## config.mk

```make
export PLATFORM = sky130hd
export DESIGN_NAME = ipi_doorbell_unit
export DESIGN_NICKNAME = d
export VERILOG_FILES = /design/src/rtl/ipi_pkg.sv /design/src/rtl/ipi_send_decode.sv /design/src/rtl/ipi_core_slot.sv /design/src/rtl/ipi_doorbell_unit.sv
export SDC_FILE = /design/constraint.sdc
export NUM_CORES = 1
export LEC_CHECK = 0
export ABC_CLOCK_PERIOD_IN_PS = 3650
export BUFFER_PORTS_ARGS = -buffer_cell sky130_fd_sc_hd__buf_4
export CAP_MARGIN = 5
export CORE_AREA = 4 4 122 124
export DETAILED_ROUTE_END_ITERATION = 6
export DIE_AREA = 0 0 126 128
export PLACE_DENSITY = 0.52
export SYNTH_ARGS = -nofsm -noshare
export SYNTH_HDL_FRONTEND = slang
export SYNTH_SLANG_ARGS = --single-unit
```

## constraint.sdc

```tcl
create_clock -name clk -period 3.65 [get_ports clk]
set_input_delay 0.5475 -clock clk [delete_from_list [all_inputs] [get_ports clk]]
set_output_delay 0.5475 -clock clk [all_outputs]
set_load 0.005 [all_outputs]
```

## src/rtl/ipi_pkg.sv

```systemverilog
// Shared definitions for the doorbell unit: register selects and event codes.
package ipi_pkg;
    localparam int SEL_W  = 3;
    localparam int DATA_W = 32;
    localparam int FLD_W  = 8;
    localparam int CORE_LSB    = 0;
    localparam int CLUSTER_LSB = 16;
    localparam int MASK_OTHER_BIT = 0;
    localparam int MASK_SELF_BIT  = 31;

    typedef enum logic [SEL_W-1:0] {
        SEL_LOCAL  = 3'd0,
        SEL_GLOBAL = 3'd1,
        SEL_STATUS = 3'd2,
        SEL_MSET   = 3'd3,
        SEL_MCLR   = 3'd4
    } reg_sel_e;

    typedef enum logic [1:0] {
        EV_NONE  = 2'd0,
        EV_OTHER = 2'd1,
        EV_SELF  = 2'd2
    } ev_code_e;
endpackage

```

## src/rtl/ipi_send_decode.sv

```systemverilog
// Target decoder for one sender port.
// Turns a local or global send write into a one-hot target vector over all
// cores. Assumes the sender's own cluster is fixed by SENDER_ID; a target that
// falls outside the configured range produces no bit.
module ipi_send_decode
    import ipi_pkg::*;
#(
    parameter int CLUSTERS          = 2,
    parameter int CORES_PER_CLUSTER = 4,
    parameter int SENDER_ID         = 0,
    localparam int NCORE = CLUSTERS * CORES_PER_CLUSTER
) (
    input  logic              clk,
    input  logic              rst_n,
    input  logic              wr_en,
    input  logic [SEL_W-1:0]  wr_sel,
    input  logic [DATA_W-1:0] wr_data,
    output logic [NCORE-1:0]  tgt
);
    localparam int OWN_CLUSTER = SENDER_ID / CORES_PER_CLUSTER;

    logic [FLD_W-1:0] core_f;
    logic [FLD_W-1:0] clus_f;
    logic             is_send;

    // Pick the core and cluster fields according to the send flavour.
    always_comb begin
        core_f  = wr_data[CORE_LSB +: FLD_W];
        clus_f  = (wr_sel == SEL_GLOBAL) ? wr_data[CLUSTER_LSB +: FLD_W]
                                         : FLD_W'(OWN_CLUSTER);
        is_send = wr_en && (wr_sel == SEL_LOCAL || wr_sel == SEL_GLOBAL);
    end

    // Raise the single target bit whose cluster and core match the fields.
    always_comb begin
        for (int c = 0; c < CLUSTERS; c++) begin
            for (int k = 0; k < CORES_PER_CLUSTER; k++) begin
                tgt[c*CORES_PER_CLUSTER + k] = is_send &&
                    (int'(clus_f) == c) && (int'(core_f) == k);
            end
        end
    end


    range_guard_chk: assert property (@(posedge clk) disable iff (!rst_n)
        (is_send && (int'(core_f) >= CORES_PER_CLUSTER)) |-> (tgt == '0));


    cluster_guard_chk: assert property (@(posedge clk) disable iff (!rst_n)
        (is_send && (int'(clus_f) >= CLUSTERS)) |-> (tgt == '0));


    one_target_chk: assert property (@(posedge clk) disable iff (!rst_n)
        $onehot0(tgt));
endmodule

```

## src/rtl/ipi_core_slot.sv

```systemverilog
// Receive side of one core: two pending flags, two mask bits, request output.
// Assumes at most one local register write per cycle (set, clear, mask).
// A doorbell arriving on the same edge as a clear takes precedence.
module ipi_core_slot
    import ipi_pkg::*;
(
    input  logic       clk,
    input  logic       rst_n,
    input  logic       ring_other,
    input  logic       ring_self,
    input  logic       clr_wr,
    input  logic       mset_other,
    input  logic       mset_self,
    input  logic       mclr_other,
    input  logic       mclr_self,
    output logic       irq,
    output logic       pend,
    output logic [1:0] code
);
    logic pend_other, pend_self;
    logic mask_other, mask_self;

    // Pending flags: doorbell sets, status clear resets, doorbell wins.
    always_ff @(posedge clk) begin
        if (!rst_n) begin
            pend_other <= 1'b0;
            pend_self  <= 1'b0;
        end else begin
            if (ring_other)      pend_other <= 1'b1;
            else if (clr_wr)     pend_other <= 1'b0;
            if (ring_self)       pend_self  <= 1'b1;
            else if (clr_wr)     pend_self  <= 1'b0;
        end
    end

    // Mask bits: reset to masked, set and clear by explicit writes.
    always_ff @(posedge clk) begin
        if (!rst_n) begin
            mask_other <= 1'b1;
            mask_self  <= 1'b1;
        end else begin
            if (mset_other)      mask_other <= 1'b1;
            else if (mclr_other) mask_other <= 1'b0;
            if (mset_self)       mask_self  <= 1'b1;
            else if (mclr_self)  mask_self  <= 1'b0;
        end
    end

    // Outputs: request gating, status bit and event code.
    always_comb begin
        irq  = (pend_other && !mask_other) || (pend_self && !mask_self);
        pend = pend_other || pend_self;
        if (pend_other)     code = EV_OTHER;
        else if (pend_self) code = EV_SELF;
        else                code = EV_NONE;
    end


    ring_wins_chk: assert property (@(posedge clk) disable iff (!rst_n)
        (ring_other || ring_self) |=> pend);


    clear_takes_chk: assert property (@(posedge clk) disable iff (!rst_n)
        (clr_wr && !ring_other && !ring_self) |=> (!pend && code == EV_NONE));


    reset_masked_chk: assert property (@(posedge clk)
        !rst_n |=> !irq);


    irq_cause_chk: assert property (@(posedge clk) disable iff (!rst_n)
        $rose(irq) |-> $past(ring_other || ring_self || mclr_other || mclr_self));


    self_code_chk: assert property (@(posedge clk) disable iff (!rst_n)
        (ring_self && !ring_other && !pend) |=> (code == EV_SELF));
endmodule

```

## src/rtl/ipi_doorbell_unit.sv

```systemverilog
// Top of the inter-processor doorbell unit.
// One decoder per sender builds a target vector; per receiver the diagonal
// entry is a self doorbell and every other sender's bit is a cross-core one.
// Assumes each core drives only its own write port.
module ipi_doorbell_unit
    import ipi_pkg::*;
#(
    parameter int CLUSTERS          = 2,
    parameter int CORES_PER_CLUSTER = 4,
    localparam int NCORE = CLUSTERS * CORES_PER_CLUSTER
) (
    input  logic                    clk,
    input  logic                    rst_n,
    input  logic [NCORE-1:0]        wr_en,
    input  logic [NCORE*SEL_W-1:0]  wr_sel,
    input  logic [NCORE*DATA_W-1:0] wr_data,
    output logic [NCORE-1:0]        irq_o,
    output logic [NCORE-1:0]        pend_o,
    output logic [NCORE*2-1:0]      code_o
);
    logic [NCORE-1:0] tgt [NCORE];

    generate
        for (genvar s = 0; s < NCORE; s++) begin : g_send
            ipi_send_decode #(
                .CLUSTERS          (CLUSTERS),
                .CORES_PER_CLUSTER (CORES_PER_CLUSTER),
                .SENDER_ID         (s)
            ) u_dec (
                .clk     (clk),
                .rst_n   (rst_n),
                .wr_en   (wr_en[s]),
                .wr_sel  (wr_sel[s*SEL_W +: SEL_W]),
                .wr_data (wr_data[s*DATA_W +: DATA_W]),
                .tgt     (tgt[s])
            );
        end

        for (genvar r = 0; r < NCORE; r++) begin : g_recv
            logic             ring_other;
            logic [SEL_W-1:0] sel;
            logic [DATA_W-1:0] dat;

            // Merge doorbells from every sender other than this core.
            always_comb begin
                ring_other = 1'b0;
                for (int s = 0; s < NCORE; s++) begin
                    if (s != r) ring_other = ring_other | tgt[s][r];
                end
                sel = wr_sel[r*SEL_W +: SEL_W];
                dat = wr_data[r*DATA_W +: DATA_W];
            end

            ipi_core_slot u_slot (
                .clk        (clk),
                .rst_n      (rst_n),
                .ring_other (ring_other),
                .ring_self  (tgt[r][r]),
                .clr_wr     (wr_en[r] && sel == SEL_STATUS && dat[0]),
                .mset_other (wr_en[r] && sel == SEL_MSET && dat[MASK_OTHER_BIT]),
                .mset_self  (wr_en[r] && sel == SEL_MSET && dat[MASK_SELF_BIT]),
                .mclr_other (wr_en[r] && sel == SEL_MCLR && dat[MASK_OTHER_BIT]),
                .mclr_self  (wr_en[r] && sel == SEL_MCLR && dat[MASK_SELF_BIT]),
                .irq        (irq_o[r]),
                .pend       (pend_o[r]),
                .code       (code_o[r*2 +: 2])
            );
        end
    endgenerate


    no_spurious_pend_chk: assert property (@(posedge clk) disable iff (!rst_n)
        (wr_en == '0) |=> $stable(pend_o));
endmodule

```

==> flow_summary.json <==
{
  "outcome": "complete, no violations",
  "area_delta_synth_final_pct": 58.7,
  "power_frac_clock": 0.412,
  "combPwrFrac": 0.242,
  "place_hpwl_um": 10700,
  "grt_max_degree": 19,
  "fmax_mhz": 463,
  "fin_nets": 870,
  "ant_nets": 0,
  "post_cts_resized": 0,
  "finClkSkew_ns": 0,
  "cts_num_sinks": 32,
  "io_pins": 322,
  "num-fill-cells": 1526,
  "p_per_area_nw_per_um2": 227,
  "vias": 3808,
  "power.leakage_uw": 0.00192,
  "net-switching-power_uw": 259,
  "drc": 0,
  "path_max_fanout": 5,
  "finalSetupTns_ns": 0,
  "ys_warn_count": 0,
  "via_per_inst": 5.00,
  "post_dp_cell_area_um2": 4380,
  "clkTransAtPathRegs_ns": 0.05,
  "setup_viol": 0,
  "ys_seq_area_frac": 0.224,
  "p_int_uw": 768,
  "clock_path_buffers": 2,
  "finalCritPeriodShare": 0.592,
  "crit_path_end_kind": "flop",
  "drive_gt1_frac": 0.372,
  "finalWeightedCongestion": 0.924,
  "grt_pass1_wl_um": 19000,
  "relSlewSlack": 0.429,
  "syn_avg_cell_area_um2": 7.08,
  "numCtsBuffers": 5,
  "hold_path.class": "flop to flop",
  "wl_per_cell_um": 16.1,
  "num_rows": 43,
  "cp-start-kind": "primary input",
  "die-area_um2": 16100,
  "totalWireLength_um": 12300,
  "die-width_um": 126,
  "synth_cell_types": 55,
  "start_util": 0.207,
  "insertion_delay_ns": 0.27,
  "grt_usage": 0.145,
  "async_reset_ff_frac": 0,
  "pwr-share-seq": 0.346,
  "layout_common_cells": "buf_4, nand2_1, nor2_1",
  "maxCapViolCount": 0,
  "crit_type": "primary input to flop",
  "rsz0062_at_grt": "false",
  "synth-seq-cells": 32,
  "gr-total-overflow": 0,
  "syn-num-nets": 693,
  "fin_crit_ns": 2.16,
  "arrival_ns": 2.35,
  "switching_share": 0.252,
  "fin_area_um2": 4530,
  "die_y_um": 128,
  "synthesis.area_um2": 2860,
  "cts_htree_levels": 2,
  "holdBufCountCts": 0,
  "n_antenna_cell": 0,
  "post-route-util": 0.329,
  "drv_slew": 0,
  "holdWs_ns": 0.452,
  "hold_violations": 0,
  "ir_drop_uv": 153,
  "root_buffer": "clkbuf_16",
  "design.core.area_um2": 13800,
  "cp.required_ns": 3.84,
  "grt_pass1_vias": 3764,
  "synth_flop_cell": "dfxtp_1",
  "drtIter0Drc": 180,
  "port_buffers": 201,
  "pre_cts_ws_ns": 1.21,
  "postCtsSetupRepairBufs": 0,
  "synth-edff-count": 0,
  "tightest_slew_ns": 0.845,
  "antenna_found_initial": 0,
  "tritoncts": "yes",
  "synthCells": 403,
  "worst_slack_ns": 1.49,
  "final_common_cell": "buf_4",
  "firstDrtPassIters": 5
}
[synth_stat cells (5+ instances only)]
library cell	instances	area, um2
nor2_1	34	128
a21oi_1	7	35.0
nor3_1	16	80.1
nand3_1	23	115
or3_1	7	43.8
nand4b_1	8	70.1
nor4b_1	5	43.8
nand4_1	30	188
nor4bb_1	5	50.1
nor4_1	12	75.1
o22ai_1	12	75.1
or4_1	7	52.6
nand2_1	58	218
clkbuf_1	6	22.5
nor2b_1	11	68.8
inv_1	26	97.6
a31oi_1	6	37.5
dfxtp_1	32	641
buf_4	24	180
nand2b_1	6	37.5
[path summary, 6_finish.rpt]
kind,start,cells after the start,slack [ns],to
setup reg to reg,g_recv[2].u_slot.pend_other,3,2.57,g_recv[2].u_slot.pend_other
setup / recovery,wr_sel[16],6,1.49,g_recv[1].u_slot.pend_other
hold / removal,g_recv[6].u_slot.pend_self,2,0.45,g_recv[6].u_slot.pend_self
hold reg to reg,g_recv[6].u_slot.pend_self,2,0.45,g_recv[6].u_slot.pend_self
[metrics by stage]
step / power [uW] / cells
floorplan: 427 / 403
global placement: 605 / 753
detailed placement: 611 / 753
CTS: 1040 / 761
global route: 1070 / 761
finish: 1030 / 761
[power groups by stage]
stage	registers, uW	logic, uW	clock network, uW
final	356	248	423
after global routing	356	272	443
after CTS	356	249	431
after detailed placement	363	248	0
after global placement	363	242	0
after floorplan	362	64.8	0
[cell type report]
class                      count  area (um2)  area share
clock buffer                   6         139      0.0306
sequential                    32         641       0.141
timing repair buffer         201        1510       0.333
inverter                      26        97.6      0.0215
tap                          180         225      0.0497
multi-input combinational    314        1910       0.422
clock inverter                 2        10.0     0.00221
[routing by layer]
layer / share of wire / up-vias / global-route usage
met1: 0.42 / 1741 / 0.185
met5: 0 / - / 0
met3: 0.088 / 15 / 0.0396
li1: - / 1874 / -
met4: 0.016 / 0 / 0.0309
met2: 0.48 / 178 / 0.244
[state kept, by name, summed over array words and instances, names as in the netlist]
signal	flops
g_recv.u_slot.mask_other	8
g_recv.u_slot.mask_self	8
g_recv.u_slot.pend_other	8
g_recv.u_slot.pend_self	8
[critical path, cell delays in order]
cell	delay [ns]
buf_4	0.13
nor4_1	0.31
nand3_1	0.18
or4_1	0.65
o311a_1	0.33
a31oi_1	0.20
[logic make-up (layout without fill, tap and decap cells)]
| group | after synthesis | in the layout | synth area share |
|---|---|---|---|
| simple gates | 250 | 250 | 0.500 |
| compound gates | 64 | 64 | 0.169 |
| buf+inv | 57 | 235 | 0.106 |
| flops | 32 | 32 | 0.224 |
(Power assumes the default switching activity.)
